<file path="src/rtl/adc_csr_pkg.sv">
package adc_csr_pkg;
  localparam int unsigned REG_W   = 8;
  localparam int unsigned CHAN_W  = 2;
  localparam int unsigned B_END   = 7;
  localparam int unsigned B_IE    = 6;
  localparam int unsigned B_START = 5;
  localparam int unsigned B_SCAN  = 4;
  localparam int unsigned B_CKS   = 3;
  localparam int unsigned B_RSV   = 2;
  // writable control bits: everything except end flag and reserved bit
  localparam logic [REG_W-1:0] CTRL_MASK =
      ~((REG_W'(1) << B_END) | (REG_W'(1) << B_RSV));
endpackage

</file>
<file path="src/rtl/adc_csr_ctrl.sv">
module adc_csr_ctrl
  import adc_csr_pkg::*;
#(
  parameter int unsigned W = REG_W,
  parameter logic [W-1:0] MASK = CTRL_MASK
) (
  input  logic         clk_i,
  input  logic         rst_ni,
  input  logic         standby_i,
  input  logic         wr_i,
  input  logic [W-1:0] wdata_i,
  input  logic         start_clr_i,
  output logic [W-1:0] ctrl_o
);
  logic [W-1:0] ctrl_q;

  always_ff @(posedge clk_i or negedge rst_ni) begin
    if (!rst_ni)          ctrl_q <= '0;
    else if (standby_i)   ctrl_q <= '0;
    else if (wr_i)        ctrl_q <= wdata_i & MASK;
    else if (start_clr_i) ctrl_q[B_START] <= 1'b0;
  end

  assign ctrl_o = ctrl_q;
endmodule

</file>
<file path="src/rtl/adc_csr_flag.sv">
module adc_csr_flag (
  input  logic clk_i,
  input  logic rst_ni,
  input  logic standby_i,
  input  logic man_rst_i,
  input  logic rd_i,
  input  logic wr_i,
  input  logic wr_end_i,
  input  logic set_i,
  input  logic dma_clr_i,
  output logic flag_o
);
  logic flag_q, seen_q, clr;

  assign clr = dma_clr_i | (wr_i & ~wr_end_i & seen_q);

  always_ff @(posedge clk_i or negedge rst_ni) begin
    if (!rst_ni) begin
      flag_q <= 1'b0;
      seen_q <= 1'b0;
    end else if (standby_i) begin
      flag_q <= 1'b0;
      seen_q <= 1'b0;
    end else begin
      if (set_i)    flag_q <= 1'b1;  // set beats clear
      else if (clr) flag_q <= 1'b0;
      if (wr_i || man_rst_i)   seen_q <= 1'b0;
      else if (rd_i && flag_q) seen_q <= 1'b1;
    end
  end

  assign flag_o = flag_q;
endmodule

</file>
<file path="src/rtl/adc_csr.sv">
module adc_csr
  import adc_csr_pkg::*;
(
  input  logic              clk_i,
  input  logic              rst_ni,
  input  logic              standby_i,
  input  logic              man_rst_i,
  input  logic              bus_req_i,
  input  logic              bus_we_i,
  input  logic [REG_W-1:0]  bus_wdata_i,
  output logic [REG_W-1:0]  bus_rdata_o,
  input  logic              conv_done_i,
  input  logic              scan_last_i,
  input  logic              dma_clr_i,
  input  logic              start_clr_i,
  output logic              irq_o,
  output logic              start_o,
  output logic              scan_o,
  output logic              cks_o,
  output logic [CHAN_W-1:0] chan_o
);
  logic [REG_W-1:0] ctrl;
  logic flag, wr, rd, set_evt;

  assign wr = bus_req_i & bus_we_i;
  assign rd = bus_req_i & ~bus_we_i;
  assign set_evt = ctrl[B_SCAN] ? scan_last_i : conv_done_i;

  adc_csr_ctrl #(.W(REG_W), .MASK(CTRL_MASK)) i_ctrl (
    .clk_i, .rst_ni, .standby_i,
    .wr_i(wr), .wdata_i(bus_wdata_i), .start_clr_i, .ctrl_o(ctrl)
  );

  adc_csr_flag i_flag (
    .clk_i, .rst_ni, .standby_i, .man_rst_i,
    .rd_i(rd), .wr_i(wr), .wr_end_i(bus_wdata_i[B_END]),
    .set_i(set_evt), .dma_clr_i, .flag_o(flag)
  );

  assign bus_rdata_o = ctrl | (REG_W'(flag) << B_END);
  assign irq_o   = flag & ctrl[B_IE];
  assign start_o = ctrl[B_START];
  assign scan_o  = ctrl[B_SCAN];
  assign cks_o   = ctrl[B_CKS];
  assign chan_o  = ctrl[CHAN_W-1:0];
endmodule

</file>
<file path="config.mk">
export PLATFORM = sky130hd
export DESIGN_NAME = adc_csr
export DESIGN_NICKNAME = d
export VERILOG_FILES = /design/src/rtl/adc_csr_pkg.sv /design/src/rtl/adc_csr_ctrl.sv /design/src/rtl/adc_csr_flag.sv /design/src/rtl/adc_csr.sv
export SDC_FILE = /design/constraint.sdc
export NUM_CORES = 1
export LEC_CHECK = 0
export CAP_MARGIN = 20
export CORE_MARGIN = 4
export CORE_UTILIZATION = 29
export CTS_BUF_LIST = sky130_fd_sc_hd__clkbuf_4 sky130_fd_sc_hd__clkbuf_8 sky130_fd_sc_hd__clkbuf_16
export CTS_CLUSTER_DIAMETER = 150
export CTS_CLUSTER_SIZE = 30
export DETAILED_ROUTE_END_ITERATION = 7
export PLACE_DENSITY = 0.72
export SETUP_SLACK_MARGIN = 0.15
export SYNTH_ARGS = -nofsm -noshare
export SYNTH_HDL_FRONTEND = slang
export SYNTH_SLANG_ARGS = --single-unit
</file>
<file path="constraint.sdc">
create_clock -name clk_i -period 0.8 [get_ports clk_i]
set_input_delay 0.16 -clock clk_i [delete_from_list [all_inputs] [get_ports clk_i]]
set_output_delay 0.16 -clock clk_i [all_outputs]
set_load 0.005 [all_outputs]
</file>
# Word-level counts from Yosys, hierarchy flattened
# Cells that the tools add are included.
[classes]
n_addsub = 0
multipliers = 0
div_mod_pow = 0
magnitude_cmp = 0
eq_ne = 0
shift = 0
muxes = 12
n_bitwise = 9
reduce_logical = 6
[ops]
columns = ["cell", "count"]
rows = [
  ["1-bit 2-to-1 mux", 9],
  ["3-bit nonzero test", 3],
  ["8-bit 2-to-1 mux", 1],
  ["8-bit bitwise OR", 1],
  ["1-bit AND", 5],
  ["5-bit 2-to-1 mux", 1],
  ["2-bit 2-to-1 mux", 1],
  ["1-bit NOT", 2],
  ["2-bit nonzero test", 1],
  ["1-bit logical AND", 1],
  ["1-bit logical OR", 1],
  ["1-bit bitwise OR", 1],
]
[word_totals]
regBits = 10
latch_bits = 0
mem_bits_rw = 0
rom_bits = 0
input_bits = 18
out_inout_bits = 14
elab_cells = 31
n_memories = 0

# Longest topological paths before layout
# Gate-level depths: netlist of the first run.
[logic_depth]
depth_word = 7
mapped_depth = 4
mapped_depth_nobuf = 3

# Hierarchy
# A second synthesis of the first run with hierarchy kept.
[unflattened]
cells_unflattened = 41
area_unflattened_um2 = 430.4
[by_module_without_submodules]
columns = ["module", "n_inst", "cells_per_inst", "area_per_inst_um2", "seq_area_each_um2"]
rows = [
  ["adc_csr_ctrl", 1, 23, 266.5, 150.1],
  ["adc_csr_flag", 1, 8, 86.3, 50.0],
  ["adc_csr", 1, 10, 77.6, 0.0],
]

# Least setup slack after synthesis of the first run
# Ideal clock, no wire load.
[synth_path]
path_type = "flip-flop to flip-flop"
from = "register i_flag.seen_q"
to = "register i_flag.flag_q (netlist: i_flag.flag_o)"
setup_time_ns = 0.134
t_arrival_ns = 0.676
required_ns = 0.666
path_slack_ns = -0.010
stages_incl_launch_ff = 4
path_buffers = 0
synth_period_minus_slack_ns = 0.810
cell_sequence = "dfrtp_1 > inv_1 > o311ai_2 > a21oi_1"
[synth_between]
elab_chain_cells = 3
[synth_lines]
columns = ["item", "line_no", "text"]
rows = [
  ["start: declaration", "adc_csr_flag.sv:13", "logic flag_q, seen_q, clr;"],
  ["start signal: assignment", "adc_csr_flag.sv:20", "seen_q <= 1'b0;"],
  ["start signal: assignment", "adc_csr_flag.sv:23", "seen_q <= 1'b0;"],
  ["start signal: assignment", "adc_csr_flag.sv:27", "if (wr_i || man_rst_i) seen_q <= 1'b0;"],
  ["1-bit AND", "adc_csr_flag.sv:15", "assign clr = dma_clr_i | (wr_i & ~wr_end_i & seen_q);"],
  ["1-bit bitwise OR", "adc_csr_flag.sv:15", ""],
  ["3-bit nonzero test (no line)", "-", ""],
  ["end signal: assignment", "adc_csr_flag.sv:19", "flag_q <= 1'b0;"],
  ["end signal: assignment", "adc_csr_flag.sv:22", "flag_q <= 1'b0;"],
  ["end signal: assignment", "adc_csr_flag.sv:25", "if (set_i) flag_q <= 1'b1;"],
  ["end: declaration", "adc_csr_flag.sv:13", ""],
]
# No other way between the ends.
# A chain may end at the register's enable or synchronous reset.

# Worst setup path in the final report of the first run
[layout_path]
from = "register i_flag.flag_q (netlist: i_flag.flag_o)"
to = "output port irq_o"
[layout_between]
elab_chain_cells = 1
[layout_lines]
columns = ["item", "line_no", "text"]
rows = [
  ["1-bit AND", "adc_csr.sv:41", "assign irq_o = flag & ctrl[B_IE];"],
  ["end: declaration", "adc_csr.sv:16", "output logic irq_o,"],
]
# No other way between the ends.

==> summary.txt, run 1 <==
Synthesis
  • Post-Syn Area: 442 um^2
  • Synthesized-area fraction occupied by and/or/nand/nor cells: 0.167
  • Flop and latch count out of synthesis: 8
  • Number of enable-type register cells in the synthesized netlist: 0
  • Ys async rst share: 1.00
  • Synthesized-area fraction occupied by adder cells: 0
  • Yosys cell types: 15
  • Share of synthesized area occupied by flip-flops and latches: 0.453
  • Leading register cell type out of synthesis: sky130_fd_sc_hd__dfrtp_1
  • Mapped Nets: 64
  • Mux cell area share after synthesis: 0.0227
  • Syn_area_per_cell: 9.60 um^2
  • Post-synthesis compound-gate area fraction: 0.161
  • Post-Syn Instances: 46
  • Warnings from Yosys: 0
  • XOR/XNOR share of the synthesized area: 0
  • Dominant combinational cell family by area after synthesis: buffers and inverters

Clock network
  • Buffer cell driving the clock tree root: sky130_fd_sc_hd__clkbuf_4
  • Clock Latency Late Sink: 260 ps
  • Buffers from clock root to sink, at most: 2
  • Clock transition at the registers of the reported paths: 60 ps
  • TritonCTS Buffers: 3
  • Total of hold buffers inserted after clock tree synthesis: 0
  • Clock tree sinks: 8
  • Deepest level of the CTS H-tree: 1
  • CTS tree: yes

Worst setup path
  • Register-to-register setup slack: -240 ps
  • Crit path launch: i_flag.flag_o$_DFFE_PN0P_
  • Required time reported for the critical path endpoint: 640 ps
  • Crit Path Class: reg2out
  • Kind of end point of the critical path: primary output
  • Cell count of the worst reg-to-reg path: 4
  • Terminus of the critical flop-to-flop path: i_flag.flag_o$_DFFE_PN0P_
  • Termination of the worst setup path: irq_o
  • Largest fanout of any net on the critical path: 2
  • Startpoint types: flip-flop
  • Arrival time at the worst endpoint: 1030 ps
  • Worst reg2reg path startpoint: i_ctrl.ctrl_o[4]$_DFFE_PN0P_

Detailed routing
  • Wire length reported by the detailed router: 1610 um
  • Via density per instance: 4.64
  • Vias after detailed routing: 510
  • Number of antenna-violating nets in the routed design: 0
  • Initial DRC count: 6
  • DRT Pass-1 Iters: 2
  • WL per Instance: 14.6 um
  • Total DRC errors in the routed layout: 0

Die
  • Starting Density: 0.323
  • Chip Height: 47.0 um
  • Number of rows created at floorplan: 13
  • Die outline width: 47.0 um
  • DIE AREA: 2210 um^2
  • Number of placed I/O pins: 32
  • Core Footprint: 1370 um^2

Pwr
  • Internal power: 837 uW
  • Clock network fraction of design power: 0.280
  • Switching power: 302 uW
  • Total power per unit cell area: 1090 nW/um^2
  • Worst-case vdd ir drop: 0.723 mV
  • Proportion of power drawn by flip-flops and latches: 0.382
  • Leakage power of the design: 0.000496 uW
  • Share of power burned in combinational logic: 0.338
  • Share of total power consumed by net switching: 0.265

Layout
  • Synth-to-layout area growth: 136%
  • Post-Layout Inst Area: 1040 um^2
  • Most frequent standard cell in the layout excluding fill and tap cells: sky130_fd_sc_hd__buf_6
  • Ant diodes: 0
  • Number of inserted filler cells in the final layout: 102
  • Total number of nets in the final design: 115
  • Share of final-layout standard cells stronger than drive strength 1: 0.632
  • Finished Core Util: 0.763
  • Sequential cell area: 200 um^2
  • Most frequent cells in the layout: sky130_fd_sc_hd__buf_6 (29), sky130_fd_sc_hd__clkdlybuf4s50_1 (13), sky130_fd_sc_hd__dfrtp_1 (8)
  • Multi-input gate area: 238 um^2
  • Fin cells: 110

Placed design
  • Worst slack, placed: -526 ps
  • Port-buffer cells: 29
  • Placed cells: 88
  • Cell Area, Placed: 739 um^2
  • GPL Wtd Cong: 0.716
  • Placed wire-length estimate: 901 um

Timing
  • Final setup violation count: 21
  • Number of slew-limit violations in the final report: 0
  • Final worst-path setup slack: -387 ps
  • Hold violation count in the final report: 0
  • Final worst path period share: 1.48
  • RSZ-0062 raised after global routing: yes
  • Final clock skew: 0.0165 ps
  • Fmax: 843 MHz
  • Final Critical Period: 1190 ps

Outcome
  • Run status: complete, but fails checks
  • Violated checks: setup timing

GRT
  • Number of antenna violations at the first check in global routing: 0
  • Total global routing track utilization: 0.156
  • Pin count of the biggest net entering global routing: 9
  • Via count of the first global-routing pass: 513
  • Wire length of the first global-routing pass: 2230 um
  • Gr ovfl total: 0

Flow run
  • Count of maximum capacitance violations: 0

Worst hold path
  • Worst min-delay path class: in2async
[what timing repair did]
action                     in CTS  in global routing
pin swaps                       9                  7
setup endpoints to repair      21                 21
hold endpoints to repair        0                  0
gates resized for setup        89                 15
buffers inserted               14                  5
[routing by layer]
| metal | share of wire | GRT usage | up-vias | wire length [um] |
|---|---|---|---|---|
| met4 | 0.0050 | 0.0994 | 0 | 8 |
| met2 | 0.52 | 0.263 | 23 | 840 |
| li1 | - | - | 246 | - |
| met1 | 0.37 | 0.160 | 239 | 599 |
| met3 | 0.10 | 0.0613 | 2 | 161 |
| met5 | 0 | 0 | - | 0 |
[kinds of logic after synthesis]
family / after synthesis
and+or+nand+nor: 14
buffers and inverters: 12
AOI/OAI and AO/OA: 10
DFF: 8
muxes: 1
other: 1
[through the flow]
stage / power [uW] / hold WS (ps) / setup TNS, ps
global placement: 684 / 464 / -6410
floorplan: 544 / -136 / 0
global route: 1220 / 198 / -4710
finish: 1140 / 184 / -3830
detailed placement: 688 / 467 / -6790
CTS: 1090 / 189 / -3270
[area by class of cell]
class / count / area share
well taps: 15 / 0.0180
flip-flops and latches: 8 / 0.192
multi-input cells: 26 / 0.228
clock buffers: 3 / 0.0216
inverters: 2 / 0.00720
repair buffers: 56 / 0.533
[critical path, stage by stage (launching register included)]
cell                      delay, ps
sky130_fd_sc_hd__dfrtp_1        400
sky130_fd_sc_hd__buf_6          120
sky130_fd_sc_hd__and2_4         140
sky130_fd_sc_hd__buf_6          100
[Yosys cell counts, types with 2 or more instances]
master	number	area, um^2
sky130_fd_sc_hd__a21oi_1	8	40.0
sky130_fd_sc_hd__buf_4	8	60.1
sky130_fd_sc_hd__dfrtp_1	8	200
sky130_fd_sc_hd__inv_1	2	7.51
sky130_fd_sc_hd__nand2_1	5	18.8
sky130_fd_sc_hd__nand3_1	6	30.0
[how the worst min path moves through the flow]
stage / endpoint / depth (start not counted)
after floorplan: i_ctrl.ctrl_o[0]$_DFFE_PN0P_ / 0
after global placement: i_ctrl.ctrl_o[3]$_DFFE_PN0P_ / 1
after detailed placement: i_ctrl.ctrl_o[3]$_DFFE_PN0P_ / 1
after CTS: i_ctrl.ctrl_o[1]$_DFFE_PN0P_ / 1
after global routing: i_ctrl.ctrl_o[3]$_DFFE_PN0P_ / 1
final: i_ctrl.ctrl_o[1]$_DFFE_PN0P_ / 1
[power groups by stage]
stage | logic [uW] | clock network [uW] | registers [uW]
4_1_cts | 329 | 324 | 434
5_1_grt | 410 | 373 | 437
3_5_place_dp | 244 | 0 | 444
6_report | 385 | 319 | 435
2_1_floorplan | 97.9 | 0 | 447
3_3_place_gp | 241 | 0 | 442
[state kept, by name, indices dropped and copies added, names as in the netlist]
name and flops:
i_flag.flag_o 1, i_flag.seen_q 1, i_ctrl.ctrl_o 6
No activity file was read; power rests on OpenSTA's default activity.
==> run 2: changes to the inputs <==
- CTS_CLUSTER_DIAMETER: 150 -> 60
- REMOVE_ABC_BUFFERS: default -> 1
- SLEW_MARGIN: default -> 10
==> run 2 against run 1 <==
  * The run still ends with setup timing left
  * Register-to-register slack improved by 50 ps
  * Critical path depth decreased by 1
  * Hold slack about the same
  * Cell area decreased by 15%
  * Non-clock buffer count decreased by 9
  * Die area unchanged
  * Clock power about the same
  * Flip-flop and latch count unchanged
  * Total power decreased by 5.9%
  * Via count decreased by 4.3%
  * Fmax increased by 12%
  * Sequential power about the same
  * Largest power group unchanged
==> summary.txt, run 2 (synthesis gave the netlist of run 1 again) <==
Worst setup path
  • Arrival time at the worst endpoint: 900 ps (was 1030 ps)
  • Family of cells with the greatest summed delay on the critical path: flip-flops (unchanged)
  • Startpoint types: flip-flop (unchanged)
  • Delay of the slowest cell on the worst path: 380 ps (was 400 ps)
  • Slowest cell on the critical path: sky130_fd_sc_hd__dfrtp_1 (unchanged)
  • Crit Path Class: reg2out (unchanged)
  • Largest fanout of any net on the critical path: 3 (was 2)
  • Cell Chain, Critical Path: and2_1 -> buf_2 (was buf_6 -> and2_4 -> buf_6)
  • Required time reported for the critical path endpoint: 640 ps (about the same)
  • Crit path buf inv count: 1 (was 2)
  • Kind of end point of the critical path: primary output (unchanged)

Layout
  • Fin cells: 101 (was 110)
  • Total number of nets in the final design: 106 (was 115)
  • Share of final-layout standard cells stronger than drive strength 1: 0.593 (was 0.632)
  • Most frequent cells in the layout: sky130_fd_sc_hd__clkdlybuf4s50_1 (13), sky130_fd_sc_hd__buf_6 (12), sky130_fd_sc_hd__buf_2 (10) (was sky130_fd_sc_hd__buf_6 (29), sky130_fd_sc_hd__clkdlybuf4s50_1 (13), sky130_fd_sc_hd__dfrtp_1 (8))
  • Flip-flop count of the largest register after layout: 6 (unchanged)
  • Most frequent standard cell in the layout excluding fill and tap cells: sky130_fd_sc_hd__clkdlybuf4s50_1 (was sky130_fd_sc_hd__buf_6)
  • Synth-to-layout area growth: 102% (was 136%)
  • Ant diodes: 0 (unchanged)
  • Number of inserted filler cells in the final layout: 134 (was 102)

Timing
  • Final Critical Period: 1060 ps (was 1190 ps)
  • Hold violation count in the final report: 0 (unchanged)
  • Fmax: 940 MHz (was 843 MHz)
  • Final worst-path setup slack: -264 ps (was -387 ps)
  • Final clock skew: 0.0536 ps (was 0.0165 ps)
  • RSZ-0062 raised after global routing: yes (unchanged)
  • Final worst path period share: 1.33 (was 1.48)
  • Total negative setup slack: -2570 ps (was -3830 ps)
  • Final setup violation count: 17 (was 21)
  • Number of slew-limit violations in the final report: 0 (unchanged)

Die
  • Die outline width: 47.0 um (unchanged)
  • Number of rows created at floorplan: 13 (unchanged)
  • Number of placed I/O pins: 32 (unchanged)
  • Core Footprint: 1370 um^2 (unchanged)
  • DIE AREA: 2210 um^2 (unchanged)
  • Starting Density: 0.323 (unchanged)
  • Chip Height: 47.0 um (unchanged)

Placed design
  • Placed cells: 90 (was 88)
  • Placed wire-length estimate: 944 um (was 901 um)
  • Port-buffer cells: 29 (unchanged)
  • GPL Wtd Cong: 0.707 (was 0.716)

Clock network
  • Buffers from clock root to sink, at most: 2 (unchanged)
  • Deepest level of the CTS H-tree: 1 (unchanged)
  • Clock Latency Late Sink: 250 ps (was 260 ps)
  • Clock tree sinks: 8 (unchanged)
  • TritonCTS Buffers: 3 (unchanged)
  • CTS tree: yes (unchanged)
  • Clock transition at the registers of the reported paths: 60 ps (about the same)
  • Buffer cell driving the clock tree root: sky130_fd_sc_hd__clkbuf_4 (unchanged)

Pwr
  • Internal power: 785 uW (was 837 uW)
  • Leakage power of the design: 0.000418 uW (was 0.000496 uW)
  • Worst-case vdd ir drop: 0.990 mV (was 0.723 mV)
  • Share of total power consumed by net switching: 0.268 (was 0.265)
  • Share of power burned in combinational logic: 0.297 (was 0.338)
  • Switching power: 287 uW (was 302 uW)
  • Clock network fraction of design power: 0.297 (was 0.280)
  • Total power per unit cell area: 1200 nW/um^2 (was 1090 nW/um^2)
  • Proportion of power drawn by flip-flops and latches: 0.406 (was 0.382)

Flow run
  • Count of maximum capacitance violations: 0 (unchanged)

Detailed routing
  • Vias after detailed routing: 488 (was 510)
  • WL per Instance: 14.1 um (was 14.6 um)
  • Total DRC errors in the routed layout: 0 (unchanged)
  • Initial DRC count: 4 (was 6)
  • Wire length reported by the detailed router: 1430 um (was 1610 um)
  • Via density per instance: 4.83 (was 4.64)
  • DRT Pass-1 Iters: 3 (was 2)
  • Number of antenna-violating nets in the routed design: 0 (unchanged)

Outcome
  • Violated checks: setup timing (unchanged)
  • Run status: complete, but fails checks (unchanged)

GRT
  • Pin count of the biggest net entering global routing: 9 (unchanged)
  • Wire length of the first global-routing pass: 2130 um (was 2230 um)
  • Total global routing track utilization: 0.142 (was 0.156)
  • Number of antenna violations at the first check in global routing: 0 (unchanged)
  • Gr ovfl total: 0 (unchanged)
  • Via count of the first global-routing pass: 485 (was 513)

Worst hold path
  • Worst min-delay path class: in2async (unchanged)
==> run 2: changes by cell type in the layout (fill, tap and decap cells not counted), moves of 2 or more <==
cell                       before  now
sky130_fd_sc_hd__nand2_4        5    3
sky130_fd_sc_hd__buf_4          6    9
sky130_fd_sc_hd__clkbuf_2       0    2
sky130_fd_sc_hd__buf_2          5   10
sky130_fd_sc_hd__buf_6         29   12
==> run 2: path summary, 6_finish.rpt <==
check	endpoint	from	cells after the start	slack (ps)
worst max-delay path	irq_o	i_ctrl.ctrl_o[6]$_DFFE_PN0P_	2	-260
worst min-delay path	i_ctrl.ctrl_o[5]$_DFFE_PN0P_	rst_ni	1	180
worst max register to register	i_flag.flag_o$_DFFE_PN0P_	i_flag.flag_o$_DFFE_PN0P_	5	-190
worst min register to register	i_ctrl.ctrl_o[3]$_DFFE_PN0P_	i_ctrl.ctrl_o[3]$_DFFE_PN0P_	2	560
max in group asynchronous	i_flag.seen_q$_DFFE_PN0P_	rst_ni	1	340
min in group clk_i	i_flag.seen_q$_DFFE_PN0P_	bus_req_i	2	240
==> run 2: power groups by stage <==
stage	clock (uW)	combinational (uW)	sequential, uW
6_report	319	318	435
5_1_grt	335	340	437
4_1_cts	321	294	435
3_5_place_dp	0	251	442
3_3_place_gp	0	247	441
2_1_floorplan	0	38.2	447
==> run 2: stage by stage <==
stage	utilization	instance area (um^2)	total power, uW	setup slack (ps)	hold WS (ps)
after floorplan	-	367	485	-27.1	-136
after global placement	0.549	751	688	-449	460
after detailed placement	0.549	751	693	-549	466
after CTS	0.621	848	1050	-267	192
after global routing	0.652	891	1110	-287	220
final	0.652	891	1070	-264	185
==> run 2: worst reg2reg max path: cells and delay by family, from the launching register on <==
kind | cells | cell delay, ps
buffers and inverters | 3 | 340
flip-flops | 1 | 390
AO/OA/AOI/OAI | 2 | 140
==> run 2: cell type report <==
type | count | area (um^2) | share of cell area
clock buffers | 3 | 22.5 | 0.0253
repair buffers | 47 | 402 | 0.451
flip-flops and latches | 8 | 200 | 0.225
well taps | 15 | 18.8 | 0.0211
multi-input cells | 26 | 240 | 0.270
inverters | 2 | 7.51 | 0.00843
==> run 2: what timing repair did <==
item | in CTS | in global routing
gates resized for setup | 77 | 12
hold buffers | 0 | 0
buffers inserted | 6 | 2
pin swaps | 8 | 9
endpoints found under the setup margin | 21 | 21
==> run 2: metal layers <==
layer | routed length (um) | track usage | vias up
met4 | 31 | 0.0829 | 0
met5 | 0 | 0 | -
met3 | 122 | 0.0230 | 5
met1 | 483 | 0.146 | 235
li1 | - | - | 228
met2 | 791 | 0.266 | 20
